$ cat config.mk
export PLATFORM = sky130hd
export DESIGN_NAME = bus_drive_sleep_seq
export DESIGN_NICKNAME = d
export VERILOG_FILES = /design/src/rtl/bds_pkg.sv /design/src/rtl/bds_sync.sv /design/src/rtl/bds_drive.sv /design/src/rtl/bds_sleep_fsm.sv /design/src/rtl/bus_drive_sleep_seq.sv
export SDC_FILE = /design/constraint.sdc
export NUM_CORES = 1
export LEC_CHECK = 0
export BUFFER_PORTS_ARGS = -buffer_cell sky130_fd_sc_hd__buf_2
export CORE_AREA = 2 2 39 41
export DETAILED_ROUTE_END_ITERATION = 10
export DIE_AREA = 0 0 41 43
export GPL_TIMING_DRIVEN = 0
export PLACE_DENSITY = 0.57
export SETUP_SLACK_MARGIN = 0.2
export SLEW_MARGIN = 10
export SYNTH_ARGS = -nofsm -noshare
export SYNTH_HDL_FRONTEND = slang
export SYNTH_SLANG_ARGS = --single-unit
$ cat constraint.sdc
create_clock -name clk_i -period 2 [get_ports clk_i]
set_clock_uncertainty 0.15 [all_clocks]
set_input_delay 0.4 -clock clk_i [delete_from_list [all_inputs] [get_ports clk_i]]
set_output_delay 0.4 -clock clk_i [all_outputs]
set_load 0.01 [all_outputs]
$ cat src/rtl/bds_pkg.sv
package bds_pkg;
  typedef enum logic [1:0] {
    ST_AWAKE  = 2'd0,
    ST_ENTER  = 2'd1,
    ST_ASLEEP = 2'd2,
    ST_EXIT   = 2'd3
  } slp_state_e;
endpackage

$ cat src/rtl/bds_sync.sv
module bds_sync #(
  parameter int STAGES = 2
) (
  input  logic clk_i,
  input  logic rst_ni,
  input  logic d_i,
  output logic q_o
);
  logic [STAGES-1:0] chain_q;

  generate
    if (STAGES == 1) begin : g_one
      always_ff @(posedge clk_i or negedge rst_ni) begin
        if (!rst_ni) chain_q <= '0;
        else         chain_q <= d_i;
      end
    end else begin : g_many
      always_ff @(posedge clk_i or negedge rst_ni) begin
        if (!rst_ni) chain_q <= '0;
        else         chain_q <= {chain_q[STAGES-2:0], d_i};
      end
    end
  endgenerate

  assign q_o = chain_q[STAGES-1];
endmodule

$ cat src/rtl/bds_drive.sv
module bds_drive (
  input  logic clk_i,
  input  logic rst_ni,
  input  logic accept_i,   // controller events honoured this edge
  input  logic flush_i,    // sleep sequence active: drop all enable state
  input  logic awake_i,
  input  logic rd_start_i,
  input  logic wr_i,
  input  logic desel_i,
  input  logic oe_ni,
  output logic sel_o,
  output logic en1_o,
  output logic en2_o,
  output logic drive_en_o
);
  logic sel_q, en1_q, en2_q;
  logic sel_d, en1_d, en2_d;

  always_comb begin
    sel_d = sel_q;
    en1_d = en1_q;
    en2_d = en1_q;              // pipelined stage trails the first by a cycle
    if (flush_i) begin
      sel_d = 1'b0;
      en1_d = 1'b0;
      en2_d = 1'b0;
    end else if (accept_i) begin
      if (desel_i) begin
        sel_d = 1'b0;
        en1_d = 1'b0;           // en2 keeps en1 for one more cycle
      end else if (wr_i) begin
        sel_d = 1'b1;
        en1_d = 1'b0;
        en2_d = 1'b0;           // write releases bus at once
      end else if (rd_start_i) begin
        sel_d = 1'b1;
        en1_d = 1'b1;
      end
    end
  end

  always_ff @(posedge clk_i or negedge rst_ni) begin
    if (!rst_ni) begin
      sel_q <= 1'b0;
      en1_q <= 1'b0;
      en2_q <= 1'b0;
    end else begin
      sel_q <= sel_d;
      en1_q <= en1_d;
      en2_q <= en2_d;
    end
  end

  assign sel_o      = sel_q;
  assign en1_o      = en1_q;
  assign en2_o      = en2_q;
  assign drive_en_o = en2_q & ~oe_ni & awake_i;
endmodule

$ cat src/rtl/bds_sleep_fsm.sv
module bds_sleep_fsm
  import bds_pkg::*;
#(
  parameter int SLEEP_CYC = 2
) (
  input  logic clk_i,
  input  logic rst_ni,
  input  logic req_i,        // synchronised sleep request
  input  logic sel_i,        // device currently selected
  output logic awake_o,
  output logic enter_now_o,
  output logic acc_block_o,
  output logic asleep_o,
  output logic err_o
);
  localparam int CNT_W = (SLEEP_CYC < 2) ? 1 : $clog2(SLEEP_CYC);
  localparam logic [CNT_W-1:0] CNT_LOAD = CNT_W'(SLEEP_CYC - 1);

  slp_state_e st_q, st_d;
  logic [CNT_W-1:0] cnt_q, cnt_d;

  assign enter_now_o = (st_q == ST_AWAKE) && req_i && !sel_i;

  always_comb begin
    st_d  = st_q;
    cnt_d = cnt_q;
    unique case (st_q)
      ST_AWAKE: if (enter_now_o) begin
        st_d  = ST_ENTER;
        cnt_d = CNT_LOAD;
      end
      ST_ENTER: begin
        if (cnt_q == '0) st_d = ST_ASLEEP;
        else             cnt_d = cnt_q - 1'b1;
      end
      ST_ASLEEP: if (!req_i) begin
        st_d  = ST_EXIT;
        cnt_d = CNT_LOAD;
      end
      ST_EXIT: begin
        if (cnt_q == '0) st_d = ST_AWAKE;
        else             cnt_d = cnt_q - 1'b1;
      end
      default: st_d = ST_AWAKE;
    endcase
  end

  always_ff @(posedge clk_i or negedge rst_ni) begin
    if (!rst_ni) begin
      st_q  <= ST_AWAKE;
      cnt_q <= '0;
    end else begin
      st_q  <= st_d;
      cnt_q <= cnt_d;
    end
  end

  assign awake_o     = (st_q == ST_AWAKE);
  assign acc_block_o = !awake_o;
  assign asleep_o    = (st_q == ST_ASLEEP);
  assign err_o       = awake_o && req_i && sel_i;
endmodule

$ cat src/rtl/bus_drive_sleep_seq.sv
module bus_drive_sleep_seq #(
  parameter int SYNC_STAGES = 2,
  parameter int SLEEP_CYC   = 2
) (
  input  logic clk_i,
  input  logic rst_ni,
  input  logic rd_start_i,
  input  logic wr_i,
  input  logic desel_i,
  input  logic oe_ni,
  input  logic sleep_i,
  output logic drive_en_o,
  output logic acc_block_o,
  output logic asleep_o,
  output logic err_o
);
  logic req_sync;
  logic sel_w, en1_w, en2_w;
  logic awake_w, enter_now_w;

  bds_sync #(.STAGES(SYNC_STAGES)) u_sync (
    .clk_i  (clk_i),
    .rst_ni (rst_ni),
    .d_i    (sleep_i),
    .q_o    (req_sync)
  );

  bds_sleep_fsm #(.SLEEP_CYC(SLEEP_CYC)) u_fsm (
    .clk_i       (clk_i),
    .rst_ni      (rst_ni),
    .req_i       (req_sync),
    .sel_i       (sel_w),
    .awake_o     (awake_w),
    .enter_now_o (enter_now_w),
    .acc_block_o (acc_block_o),
    .asleep_o    (asleep_o),
    .err_o       (err_o)
  );

  bds_drive u_drive (
    .clk_i      (clk_i),
    .rst_ni     (rst_ni),
    .accept_i   (awake_w && !enter_now_w),
    .flush_i    (!awake_w),
    .awake_i    (awake_w),
    .rd_start_i (rd_start_i),
    .wr_i       (wr_i),
    .desel_i    (desel_i),
    .oe_ni      (oe_ni),
    .sel_o      (sel_w),
    .en1_o      (en1_w),
    .en2_o      (en2_w),
    .drive_en_o (drive_en_o)
  );
endmodule

==> out/qor.csv <==
metric,value,unit
synthesis.nets,46,
path_depth,5,
layout_min_cycle_time,1.77,ns
syn2layout_area_growth,44.4,%
pwr-share-seq,28.5,%
drc_errors,0,
cp.arrival,1.75,ns
dp_slack,0.228,ns
p_sw,288,µW
viasPerCell,4.53,
powerDensity,1420,nW/µm²
drv_slew,0,
setup_tns,0,ns
rr_worst_depth,5,
numCtsBuffers,3,
fin_ws,0.229,ns
slew_headroom,84.4,%
crit_family,compound AO/OA/AOI/OAI gates,
seq_area_frac_synth,49.4,%
gp_congestion,0.717,
finalPower,834,µW
grt_pass1_vias,355,
hp-class,input pin to flop,
avgSynthCellArea,11.6,µm²
drt_wl_total,736,µm
fmax,565,MHz
cts_tree,built,
first_iter_violations,4,
swShare,34.5,%
num_io_pins,11,
cp.buffers_inverters,1,
r2r_setup_slack,0.23,ns
crit_path_end,u_fsm.st_q[1]$_DFFE_PN0P_,
antenna_found_initial,0,
ant_nets,0,
n_antenna_cell,0,
combinationalPowerShare,57.1,%
start_util,29.3,%
nNetsFinal,69,
r2r_end,u_fsm.st_q[1]$_DFFE_PN0P_,
critPathKind,flop to flop,
insertion_delay,0.25,ns
grt_first_pass_wirelength,1.33,mm
required,1.98,ns
cp_slowest_cell,dfrtp_1,
die_x,41,µm
syn_area,405,µm²
critPathMaxFanout,3,
grt.total_usage,11.7,%
status,"finished, final reports clean",
cp-end-kind,flop,
dr.pass1.iters,3,
io_buffers,10,
reg2reg_from,u_fsm.st_q[0]$_DFFE_PN0P_,
hold_viol,0,
dieArea,1760,µm²
row_count,14,
p_int,546,µW
drive_above_1_share,51.8,%
ctsLongestPathBuffers,2,
worstMarginPinSlew,0.234,ns
clockRootBuffer,clkbuf_4,
ys.warnings.count,0,
max_cap_viol_count,0,
clk_pin_slew,0.05,ns
leakage,0.000286,µW
yosys_register_bits,8,
crit_path_cell_trace,"buf_4, ha_2, o21a_1, a221oi_2, mux2_1",
core,1380,µm²
fp.dieH,43,µm
fin_crit_sh,88.6,%
critPathLaunch,u_fsm.st_q[0]$_DFFE_PN0P_,
grt_max_degree,9,
netlist_instances,35,
htreeDepth,1,
rsz0062_at_grt,true,
pwr-share-clk,14.3,%
setup_viol,0,
ys_types,19,
start_kind,flop,
grt-ovfl-total,0,
critPathMaxStageDelay,0.40,ns
clock-sinks,8,
peakVddDrop,0.000581,V
dp_hpwl,525,µm
vias,326,
wl_per_cell,10.2,µm
-- power groups by stage --
stage	Clock [µW]	Sequential, µW	Combinational, µW
floorplan	0	237	232
global placement	0	244	292
detailed placement	0	247	300
CTS	127	235	409
global route	139	242	532
finish	120	238	477
-- what timing repair did --
action,4_1_cts,5_1_grt
pin swaps,1,3
hold endpoints to repair,8,0
buffers inserted,4,3
hold buffers,1,0
endpoints found under the setup margin,3,2
gates resized for setup,5,3
-- Yosys cell counts --
library cell / n / share of area [%]
dfrtp_1: 8 / 49
ha_1: 4 / 12
inv_1: 3 / 2.8
a21oi_1: 2 / 2.5
and3_1: 2 / 3.1
mux2_1: 2 / 5.6
nor2_1: 2 / 1.9
a221oi_2: 1 / 3.7
a22oi_1: 1 / 1.9
a31oi_1: 1 / 1.5
inv_2: 1 / 0.93
nand2_1: 1 / 0.93
nand2b_2: 1 / 2.2
nand3b_1: 1 / 1.9
nor3b_1: 1 / 1.9
o21a_1: 1 / 1.9
o21bai_1: 1 / 1.9
o32a_1: 1 / 2.5
or3_1: 1 / 1.5
-- registers in the layout, indices dropped and copies added (netlist names) --
register	count
u_fsm.st_q	2
u_sync.chain_q	2
u_drive.en1_o	1
u_drive.en2_o	1
u_drive.sel_o	1
u_fsm.cnt_q	1
-- worst min-delay path by stage --
stage	endpoint	depth (start not counted)	start	slack (ns)
2_1_floorplan	u_drive.en1_o$_DFFE_PN0P_	0	rst_ni	-0.05
3_3_place_gp	u_fsm.cnt_q$_DFFE_PN0P_	1	rst_ni	0.10
3_5_place_dp	u_fsm.cnt_q$_DFFE_PN0P_	1	rst_ni	0.10
4_1_cts	u_sync.chain_q[0]$_DFF_PN0_	1	sleep_i	0.1
5_1_grt	u_sync.chain_q[0]$_DFF_PN0_	1	sleep_i	0.09
6_report	u_sync.chain_q[0]$_DFF_PN0_	1	sleep_i	0.10
-- placed cells by master, fill, tap and decap left out --
| master | instances |
|---|---|
| nand2_1 | 1 |
| dlygate4sd3_1 | 1 |
| nand3b_1 | 1 |
| o32a_1 | 1 |
| nor3b_2 | 1 |
| inv_2 | 2 |
| a31oi_1 | 1 |
| buf_4 | 7 |
| clkbuf_4 | 3 |
| a22oi_1 | 1 |
| a221oi_2 | 1 |
| buf_2 | 10 |
| ha_2 | 2 |
| ha_4 | 1 |
| nor2_1 | 2 |
| nand2b_2 | 1 |
| mux2_1 | 2 |
| and3_1 | 2 |
| inv_1 | 1 |
| a21oi_1 | 2 |
| ha_1 | 1 |
| o21a_1 | 1 |
| or3_1 | 1 |
| o21bai_1 | 1 |
| dfrtp_1 | 8 |
| inv_4 | 1 |
-- area by class of cell --
class                   instances  area [µm²]
fillers                       137         798
multi-input cells              23         213
flip-flops and latches          8         200
repair buffers                 18         113
clock buffers                   3        22.5
well taps                      16        20.0
inverters                       4        17.5
-- per-layer routing --
metal	wire length (µm)	share of wire, %	global-route usage (%)	up-vias
met5	0	0	0	-
met4	0	0	9.33	0
met3	23	3.1	5.24	0
met2	409	56	17.2	3
met1	303	41	12.0	152
li1	-	-	-	171
-- worst register-to-register path: stages, from the launching register on --
cell and delay (ns):
dfrtp_1 0.40, buf_4 0.16, ha_2 0.18, o21a_1 0.21, a221oi_2 0.21, mux2_1 0.35
-- per-stage QoR --
step,cells,area [µm²],util [%],hold slack [ns]
detailed placement,61,475,34.4,0.102
finish,72,586,42.3,0.105
global placement,61,475,34.4,0.104
global route,72,586,42.3,0.0890
CTS,69,556,40.1,0.0956
floorplan,35,405,-,-0.0456
-- kinds of logic after synthesis --
group                      synth area share, %
AOI/OAI and AO/OA                         15.7
buffers and inverters                     3.70
muxes                                     5.56
and+or+nand+nor                           13.3
DFF                                       49.4
adders and majority gates                 12.3
Note: power is estimated with default switching activity, not from simulation.
